===== config.mk =====
export PLATFORM = sky130hd
export DESIGN_NAME = cordic_dds
export DESIGN_NICKNAME = d
export VERILOG_FILES = /design/src/rtl/cordic_dds_pkg.sv /design/src/rtl/cordic_dds_phase.sv /design/src/rtl/cordic_dds_stage.sv /design/src/rtl/cordic_dds_out.sv /design/src/rtl/cordic_dds.sv
export SDC_FILE = /design/constraint.sdc
export NUM_CORES = 2
export LEC_CHECK = 0
export ABC_AREA = 1
export BUFFER_PORTS_ARGS = -buffer_cell sky130_fd_sc_hd__buf_2
export CORE_ASPECT_RATIO = 1.2
export CORE_MARGIN = 2
export CORE_UTILIZATION = 55
export DETAILED_ROUTE_END_ITERATION = 10
export GPL_ROUTABILITY_DRIVEN = 0
export PLACE_DENSITY = 0.77
export RECOVER_POWER = 50
export SLEW_MARGIN = 5
export SYNTH_ARGS = -nofsm -noshare
export SYNTH_HDL_FRONTEND = slang
export SYNTH_SLANG_ARGS = --single-unit

===== constraint.sdc =====
create_clock -name clk_i -period 4.4 [get_ports clk_i]
set_input_delay 0.66 -clock clk_i [delete_from_list [all_inputs] [get_ports clk_i]]
set_output_delay 0.66 -clock clk_i [all_outputs]
set_load 0.1 [all_outputs]

===== src/rtl/cordic_dds_pkg.sv =====
package cordic_dds_pkg;

    localparam real PI = 3.14159265358979323846;

    function automatic integer round_real(input real v);
        if (v >= 0.0) return $rtoi(v + 0.5);
        return -$rtoi(0.5 - v);
    endfunction

    function automatic real pow2_neg(input integer k);
        real r;
        r = 1.0;
        for (int n = 0; n < k; n++) r = r / 2.0;
        return r;
    endfunction

    // Gain of the micro-rotations that remain after the table seed
    function automatic real stage_gain(input integer nst, input integer first);
        real g;
        g = 1.0;
        for (int k = first; k < first + nst; k++) begin
            g = g * $sqrt(1.0 + pow2_neg(2 * k));
        end
        return g;
    endfunction

    // atan(2^-k) expressed in angle units, 2^circle_log2 units per turn
    function automatic integer atan_units(input integer k, input integer circle_log2);
        real turn;
        turn = 1.0;
        for (int n = 0; n < circle_log2; n++) turn = turn * 2.0;
        return round_real($atan(pow2_neg(k)) * turn / (2.0 * PI));
    endfunction

    // Start vector at the centre of segment j, pre-divided by the stage gain
    function automatic integer start_coord(input integer j, input integer seg_w,
                                           input integer amp, input integer nst,
                                           input integer first, input bit want_sin);
        real ang;
        real r;
        ang = (j + 0.5) * (PI / 2.0) * pow2_neg(seg_w);
        r   = amp / stage_gain(nst, first);
        return want_sin ? round_real(r * $sin(ang)) : round_real(r * $cos(ang));
    endfunction

endpackage


===== src/rtl/cordic_dds_phase.sv =====
module cordic_dds_phase #(
    parameter int PHASE_W  = 24,
    parameter int SEG_W    = 2,
    parameter int RES_W    = 12,
    parameter int ZFRAC    = 2,
    parameter int INT_W    = 32,
    parameter int ZW       = 16,
    parameter int AMP_SC   = 130944,
    parameter int NSTAGE   = 6,
    parameter int FIRST_SH = 3
) (
    input  logic                    clk_i,
    input  logic                    rst_i,
    input  logic                    en_i,
    input  logic [PHASE_W-1:0]      fcw_i,
    output logic signed [INT_W-1:0] x_o,
    output logic signed [INT_W-1:0] y_o,
    output logic signed [ZW-1:0]    z_o,
    output logic [1:0]              quad_o,
    output logic                    vld_o
);
    localparam int SEG_N = 2 ** SEG_W;
    localparam logic [ZW-1:0] RES_HALF = ZW'(2 ** (RES_W - 1));
    localparam logic [ZW-1:0] Z_ROUND  = ZW'(2 ** (ZFRAC - 1));

    typedef struct packed {
        logic [PHASE_W-1:0]      acc;
        logic signed [INT_W-1:0] x;
        logic signed [INT_W-1:0] y;
        logic signed [ZW-1:0]    z;
        logic [1:0]              quad;
        logic                    vld;
    } ph_t;

    ph_t ph_d, ph_q;

    logic signed [INT_W-1:0] seed_x [SEG_N];
    logic signed [INT_W-1:0] seed_y [SEG_N];

    for (genvar j = 0; j < SEG_N; j++) begin : g_seed
        localparam int SX = cordic_dds_pkg::start_coord(j, SEG_W, AMP_SC, NSTAGE, FIRST_SH, 1'b0);
        localparam int SY = cordic_dds_pkg::start_coord(j, SEG_W, AMP_SC, NSTAGE, FIRST_SH, 1'b1);
        assign seed_x[j] = INT_W'(SX);
        assign seed_y[j] = INT_W'(SY);
    end

    logic [SEG_W-1:0] seg;
    logic [RES_W-1:0] res;
    logic [ZW-1:0]    z_off;

    always_comb begin
        ph_d  = ph_q;
        seg   = ph_q.acc[PHASE_W-3 -: SEG_W];
        res   = ph_q.acc[PHASE_W-3-SEG_W -: RES_W];
        z_off = ZW'(res) - RES_HALF;
        if (en_i) ph_d.acc = ph_q.acc + fcw_i;
        ph_d.x    = seed_x[seg];
        ph_d.y    = seed_y[seg];
        ph_d.z    = (z_off << ZFRAC) + Z_ROUND;
        ph_d.quad = ph_q.acc[PHASE_W-1 -: 2];
        ph_d.vld  = en_i;
    end

    always_ff @(posedge clk_i) begin
        if (rst_i) ph_q <= '0;
        else       ph_q <= ph_d;
    end

    assign x_o    = ph_q.x;
    assign y_o    = ph_q.y;
    assign z_o    = ph_q.z;
    assign quad_o = ph_q.quad;
    assign vld_o  = ph_q.vld;

endmodule


===== src/rtl/cordic_dds_stage.sv =====
module cordic_dds_stage #(
    parameter int INT_W = 32,
    parameter int ZW    = 16,
    parameter int SHIFT = 3,
    parameter int ATAN  = 5188
) (
    input  logic                    clk_i,
    input  logic                    rst_i,
    input  logic signed [INT_W-1:0] xs_i,
    input  logic signed [INT_W-1:0] xc_i,
    input  logic signed [INT_W-1:0] ys_i,
    input  logic signed [INT_W-1:0] yc_i,
    input  logic signed [ZW-1:0]    z_i,
    input  logic [1:0]              quad_i,
    input  logic                    vld_i,
    output logic signed [INT_W-1:0] xs_o,
    output logic signed [INT_W-1:0] xc_o,
    output logic signed [INT_W-1:0] ys_o,
    output logic signed [INT_W-1:0] yc_o,
    output logic signed [ZW-1:0]    z_o,
    output logic [1:0]              quad_o,
    output logic                    vld_o
);
    typedef struct packed {
        logic signed [INT_W-1:0] xs;
        logic signed [INT_W-1:0] xc;
        logic signed [INT_W-1:0] ys;
        logic signed [INT_W-1:0] yc;
        logic signed [ZW-1:0]    z;
        logic [1:0]              quad;
        logic                    vld;
    } rot_t;

    rot_t rot_d, rot_q;

    // 3:2 compressor; cin fills the empty carry LSB
    function automatic logic [2*INT_W-1:0] csa3(input logic [INT_W-1:0] a,
                                                input logic [INT_W-1:0] b,
                                                input logic [INT_W-1:0] c,
                                                input logic cin);
        logic [INT_W-1:0] s;
        logic [INT_W-1:0] m;
        s = a ^ b ^ c;
        m = (a & b) | (a & c) | (b & c);
        return {s, m[INT_W-2:0], cin};
    endfunction

    logic                    ccw;
    logic signed [INT_W-1:0] ysh_s, ysh_c, xsh_s, xsh_c;
    logic [INT_W-1:0]        tx_s, tx_c, ty_s, ty_c;
    logic [INT_W-1:0]        s1, c1, s2, c2;

    always_comb begin
        rot_d = rot_q;
        ccw   = ~z_i[ZW-1];
        ysh_s = ys_i >>> SHIFT;
        ysh_c = yc_i >>> SHIFT;
        xsh_s = xs_i >>> SHIFT;
        xsh_c = xc_i >>> SHIFT;
        tx_s  = ccw ? ~ysh_s : ysh_s;
        tx_c  = ccw ? ~ysh_c : ysh_c;
        ty_s  = ccw ? xsh_s : ~xsh_s;
        ty_c  = ccw ? xsh_c : ~xsh_c;

        {s1, c1} = csa3(xs_i, xc_i, tx_s, ccw);
        {s2, c2} = csa3(s1, c1, tx_c, ccw);
        rot_d.xs = s2;
        rot_d.xc = c2;

        {s1, c1} = csa3(ys_i, yc_i, ty_s, ~ccw);
        {s2, c2} = csa3(s1, c1, ty_c, ~ccw);
        rot_d.ys = s2;
        rot_d.yc = c2;

        rot_d.z    = ccw ? z_i - ZW'(ATAN) : z_i + ZW'(ATAN);
        rot_d.quad = quad_i;
        rot_d.vld  = vld_i;
    end

    always_ff @(posedge clk_i) begin
        if (rst_i) rot_q <= '0;
        else       rot_q <= rot_d;
    end

    assign xs_o   = rot_q.xs;
    assign xc_o   = rot_q.xc;
    assign ys_o   = rot_q.ys;
    assign yc_o   = rot_q.yc;
    assign z_o    = rot_q.z;
    assign quad_o = rot_q.quad;
    assign vld_o  = rot_q.vld;

endmodule


===== src/rtl/cordic_dds_out.sv =====
module cordic_dds_out #(
    parameter int INT_W = 32,
    parameter int GUARD = 4,
    parameter int OUT_W = 14
) (
    input  logic                    clk_i,
    input  logic                    rst_i,
    input  logic signed [INT_W-1:0] xs_i,
    input  logic signed [INT_W-1:0] xc_i,
    input  logic signed [INT_W-1:0] ys_i,
    input  logic signed [INT_W-1:0] yc_i,
    input  logic [1:0]              quad_i,
    input  logic                    vld_i,
    output logic signed [OUT_W-1:0] sin_o,
    output logic signed [OUT_W-1:0] cos_o,
    output logic                    valid_o
);
    localparam logic signed [INT_W-1:0] HALF_LSB = INT_W'(2 ** (GUARD - 1));

    typedef struct packed {
        logic signed [OUT_W-1:0] s;
        logic signed [OUT_W-1:0] c;
        logic                    vld;
    } out_t;

    out_t out_d, out_q;

    logic signed [INT_W-1:0] xsum, ysum;
    logic signed [OUT_W-1:0] cr, sr;

    always_comb begin
        xsum = xs_i + xc_i;
        ysum = ys_i + yc_i;
        cr   = OUT_W'((xsum + HALF_LSB) >>> GUARD);
        sr   = OUT_W'((ysum + HALF_LSB) >>> GUARD);
        out_d.vld = vld_i;
        unique case (quad_i)
            2'd0:    begin out_d.c =  cr; out_d.s =  sr; end
            2'd1:    begin out_d.c = -sr; out_d.s =  cr; end
            2'd2:    begin out_d.c = -cr; out_d.s = -sr; end
            default: begin out_d.c =  sr; out_d.s = -cr; end
        endcase
        if (!vld_i) begin
            out_d.c = '0;
            out_d.s = '0;
        end
    end

    always_ff @(posedge clk_i) begin
        if (rst_i) out_q <= '0;
        else       out_q <= out_d;
    end

    assign sin_o   = out_q.s;
    assign cos_o   = out_q.c;
    assign valid_o = out_q.vld;

endmodule


===== src/rtl/cordic_dds.sv =====
module cordic_dds #(
    parameter int PHASE_W     = 24,
    parameter int SEG_W       = 2,
    parameter int RES_W       = 12,
    parameter int ZFRAC       = 2,
    parameter int OUT_W       = 14,
    parameter int GUARD       = 4,
    parameter int NSTAGE      = 6,
    parameter int FIRST_SH    = 3,
    parameter int AMP_BACKOFF = 8
) (
    input  logic                    clk_i,
    input  logic                    rst_i,
    input  logic                    en_i,
    input  logic [PHASE_W-1:0]      fcw_i,
    output logic signed [OUT_W-1:0] sin_o,
    output logic signed [OUT_W-1:0] cos_o,
    output logic                    valid_o
);
    localparam int DATA_W      = OUT_W + GUARD;
    localparam int INT_W       = DATA_W + 2 * NSTAGE + 2;
    localparam int ZW          = RES_W + ZFRAC + 2;
    localparam int AMP         = 2 ** (OUT_W - 1) - AMP_BACKOFF;
    localparam int AMP_SC      = AMP * (2 ** GUARD);
    localparam int CIRCLE_LOG2 = 2 + SEG_W + RES_W + ZFRAC;

    logic signed [INT_W-1:0] xs [NSTAGE+1];
    logic signed [INT_W-1:0] xc [NSTAGE+1];
    logic signed [INT_W-1:0] ys [NSTAGE+1];
    logic signed [INT_W-1:0] yc [NSTAGE+1];
    logic signed [ZW-1:0]    zz [NSTAGE+1];
    logic [1:0]              qd [NSTAGE+1];
    logic                    vd [NSTAGE+1];

    cordic_dds_phase #(
        .PHASE_W(PHASE_W), .SEG_W(SEG_W), .RES_W(RES_W), .ZFRAC(ZFRAC),
        .INT_W(INT_W), .ZW(ZW), .AMP_SC(AMP_SC), .NSTAGE(NSTAGE), .FIRST_SH(FIRST_SH)
    ) u_phase (
        .clk_i(clk_i), .rst_i(rst_i), .en_i(en_i), .fcw_i(fcw_i),
        .x_o(xs[0]), .y_o(ys[0]), .z_o(zz[0]), .quad_o(qd[0]), .vld_o(vd[0])
    );
    assign xc[0] = '0;
    assign yc[0] = '0;

    for (genvar i = 0; i < NSTAGE; i++) begin : g_rot
        localparam int ATAN_U = cordic_dds_pkg::atan_units(FIRST_SH + i, CIRCLE_LOG2);
        cordic_dds_stage #(
            .INT_W(INT_W), .ZW(ZW), .SHIFT(FIRST_SH + i), .ATAN(ATAN_U)
        ) u_stage (
            .clk_i(clk_i), .rst_i(rst_i),
            .xs_i(xs[i]), .xc_i(xc[i]), .ys_i(ys[i]), .yc_i(yc[i]),
            .z_i(zz[i]), .quad_i(qd[i]), .vld_i(vd[i]),
            .xs_o(xs[i+1]), .xc_o(xc[i+1]), .ys_o(ys[i+1]), .yc_o(yc[i+1]),
            .z_o(zz[i+1]), .quad_o(qd[i+1]), .vld_o(vd[i+1])
        );
    end

    cordic_dds_out #(
        .INT_W(INT_W), .GUARD(GUARD), .OUT_W(OUT_W)
    ) u_out (
        .clk_i(clk_i), .rst_i(rst_i),
        .xs_i(xs[NSTAGE]), .xc_i(xc[NSTAGE]), .ys_i(ys[NSTAGE]), .yc_i(yc[NSTAGE]),
        .quad_i(qd[NSTAGE]), .vld_i(vd[NSTAGE]),
        .sin_o(sin_o), .cos_o(cos_o), .valid_o(valid_o)
    );

    logic unused_z;
    assign unused_z = ^zz[NSTAGE];

endmodule


==> flow_summary_export.csv <==
group,metric,value,unit
sta,whs,0.396,ns
yosys,synth_top_family_by_area,"adder cells",
clock_network,clkSlewWorstSetupHoldPaths,0.06,ns
yosys,synth_enable_flop_cells,0,
yosys,yosys-top-cells-count,"inv_1 (828), dfxtp_1 (693), nor2_1 (660)",
sta,hold_viol,0,
grt,antenna_found_initial,0,
floorplan,io_pins,56,
clock_network,worstSkewPairLatency,0.62,ns
grt,grt_usage,22.8,%
grt,grt-ovfl-total,0,
detailed_routing,wl,82.7,mm
sta,fin_skew,0.0252,ns
floorplan,rows,107,
yosys,yosysMostFrequentCell,"inv_1",
finish,fin_nets,5046,
min_path,hold_end,"g_rot[0].u_stage.vld_o",
min_path,hold_path_class,"reg2reg",
yosys,syn_inst,4340,
detailed_routing,ant_nets,0,
finish,multiInputGateArea,0.0222,mm^2
critical_path,crit_top_cell,"clkbuf_2",
critical_path,r2r_slack,1.41,ns
critical_path,worstPathArrival,4.00,ns
status,outcome,"finished with violations",
critical_path,cp_slowest_cell,"clkbuf_2",
sta,finalSetupTns,0,ns
detailed_routing,drt_pass1_iterations,6,
run,maxCapViolations,2,
yosys,synth_seq_area_share,35.0,%
clock_network,cts_tree,"done",
critical_path,max_stage_delay,1.53,ns
yosys,synth_cell_types,52,
clock_network,postCtsHoldBufs,0,
clock_network,cts_buffer_depth,3,
yosys,avgSynthCellArea,9.15,um^2
grt,grt_max_degree,169,
placed_design,dp_hpwl,64.7,mm
sta,worst_pin_slew,2.22,ns
yosys,synthArstFlopShare,0,%
floorplan,initial_utilization,55.7,%
clock_network,cts_setup_buffers,0,
min_path,hp-start,"u_phase.vld_o",
clock_network,cts_buffers,72,
critical_path,cp_top_family,"buffers and inverters",
critical_path,start_kind,"input pin",
floorplan,die_w,249,um
sta,rsz0062_at_grt,"no",
placed_design,port_buffers,55,
critical_path,ff2ff_path_depth,23,
yosys,syn-cell-area,0.0397,mm^2
clock_network,clock-sinks,693,
critical_path,crit_chain,"clkbuf_2, inv_1, clkbuf_2, o211a_1",
sta,fin_crit,3.52,ns
critical_path,regToRegEndpoint,"u_out.sin_o[12]",
pwr,pwr_density_cell,859,mW/mm^2
critical_path,critPathKind,"in2reg",
critical_path,end_kind,"register",
sta,maxSlewViolCount,168,
yosys,synth_xor_xnor_area_share,8.20,%
sta,fin_crit_sh,80.0,%
clock_network,h-tree-depth,3,
pwr,irDropWorstVdd,0.000352,V
grt,grt_pass1_wl,136,mm
finish,final-seq-area,0.0139,mm^2
detailed_routing,viasPerCell,4.91,
clock_network,cts_root_buffer,"clkbuf_16",
min_path,hold_path_depth,2,
finish,stdcell_count,5346,
floorplan,coreArea,0.0712,mm^2
critical_path,worst-path-max-fanout,102,
floorplan,dieArea,0.0743,mm^2
yosys,synthAdderAreaFrac,29.0,%
sta,max_freq,0.284,GHz
pwr,p_leak,20.8,nW
yosys,synth_ff_type,"dfxtp_1",
grt,grt_pass1_vias,27600,
sta,max_slew_margin,-48.0,%
finish,final.fill_count,5819,
yosys,synth_compound_area_share,5.81,%
critical_path,crit_required,4.88,ns
finish,syn2layout_area_growth,8.67,%
yosys,yosysTopAreaCell,"dfxtp_1",
status,violations,"max-capacitance violations, max-slew violations",
yosys,yosys-top-cells-area,"dfxtp_1 (35%), fa_1 (22%), inv_1 (7.8%), ha_1 (6.6%), nor2_1 (6.2%)",
yosys,synth-simple-area-share,12.9,%
finish,diodes,0,
yosys,yosys_warnings,0,
sta,setup_violations,0,
clock_network,cts-resized-gates,0,
placed_design,dp.cells,5218,
detailed_routing,vias,26300,
yosys,synth-seq-cells,693,
detailed_routing,wl_per_cell,15.5,um
yosys,synth_top_area_share,35.0,%
finish,drive_above_1_share,5.66,%
critical_path,timing.rr.start,"g_rot[5].u_stage.xc_o[3]",
yosys,muxShareOfSynthArea,0.0284,%
floorplan,die_h,298,um
yosys,syn-num-nets,5020,
detailed_routing,drt_iter0_markers,1208,
critical_path,crit_buf_inv,3,
detailed_routing,drc,0,
[routing by layer]
layer / vias up / wire length (um) / global-route usage, %
li1: 13100 / - / -
met1: 12400 / 30700 / 23.7
met2: 584 / 44200 / 43.5
met3: 246 / 2990 / 3.29
met4: 0 / 4780 / 12.9
met5: - / 0 / 0
[worst register-to-register path, cell delays in order, from the launching register on]
cell,delay (ns)
dfxtp_1,0.30
inv_1,0.04
ha_1,0.26
inv_1,0.04
ha_1,0.30
nand2_1,0.09
o21ai_2,0.28
nand2_2,0.10
nand2_2,0.09
nand2_1,0.08
nand2_2,0.11
ha_1,0.19
inv_1,0.05
nor2_1,0.10
nand2_1,0.09
clkinv_1,0.09
nand2_2,0.07
nor2_2,0.19
nand3_1,0.10
nand2_1,0.09
nand2_1,0.06
nand2_1,0.05
nand2_1,0.06
nor2_1,0.11
[cell families after synthesis]
logic type / Yosys count
mux: 1
compound gates: 415
flops: 693
simple gates: 1242
buf+inv: 965
fa+ha+maj: 653
xor+xnor: 371
[final cells by class]
| type | count | area share, % |
|---|---|---|
| inverters | 838 | 7.29 |
| flip-flops and latches | 693 | 32.2 |
| clock inverters | 28 | 0.635 |
| clock buffers | 100 | 4.79 |
| multi-input cells | 2682 | 51.4 |
| well taps | 926 | 2.69 |
| repair buffers | 79 | 0.986 |
[cell usage in the layout, fill, tap and decap left out, types with 11 or more instances in the layout]
cell | synthesis | routed
a21oi_1 | 185 | 185
nand4_1 | 15 | 15
dfxtp_1 | 693 | 689
nor3_1 | 21 | 21
nand2_2 | 32 | 32
buf_4 | 1 | 16
ha_1 | 210 | 210
clkbuf_1 | 91 | 45
inv_1 | 828 | 827
fa_1 | 443 | 443
nor2_1 | 660 | 660
xnor2_1 | 180 | 180
clkbuf_16 | 0 | 73
o21ai_0 | 139 | 139
nand2_1 | 377 | 377
clkinv_2 | 0 | 12
nor2_2 | 13 | 13
clkbuf_8 | 0 | 14
o21a_1 | 11 | 11
nand3_1 | 84 | 84
buf_2 | 13 | 25
xor2_1 | 190 | 190
[how the worst max path moves through the flow]
| stage | endpoint | slack (ns) | startpoint | depth (start not counted) |
|---|---|---|---|---|
| after floorplan | g_rot[0].u_stage.z_o[12] | 0.61 | u_phase.z_o[14] | 15 |
| after detailed placement | u_phase.ph_q[101] | 1.45 | fcw_i[0] | 15 |
| after global routing | g_rot[1].u_stage.z_o[7] | 0.59 | rst_i | 5 |
| after CTS | u_out.cos_o[10] | 1.44 | g_rot[5].u_stage.xc_o[3] | 22 |
| final | g_rot[1].u_stage.xc_o[1] | 0.88 | rst_i | 4 |
| after global placement | u_out.sin_o[12] | 1.52 | g_rot[5].u_stage.xc_o[3] | 23 |
[metrics by stage]
stage | area, um^2 | util, % | total power [mW] | setup WS, ns
after floorplan | 39700 | - | 25.1 | 0.615
after global placement | 40900 | 57.4 | 30.2 | 1.52
after detailed placement | 40900 | 57.4 | 31.1 | 1.45
after CTS | 43200 | 60.7 | 37.3 | 1.44
after global routing | 43100 | 60.6 | 40.8 | 0.591
final | 43100 | 60.6 | 37.0 | 0.879
[power by group]
part           internal, mW  switching [mW]  leakage [nW]
clock network          3.44            2.54          1.16
logic                  8.73            12.3          13.9
registers              8.39            1.63          5.75
total                  20.6            16.5          20.8
[flip-flops by register name, summed over array words and instances (netlist names), 14 cells and up]
name                flops
g_rot.u_stage.xc_o    135
g_rot.u_stage.yc_o    135
g_rot.u_stage.xs_o    131
g_rot.u_stage.ys_o    131
g_rot.u_stage.z_o      62
u_phase.ph_q           22
u_out.cos_o            14
u_out.sin_o            14
Note: power is estimated with default switching activity, not from simulation.
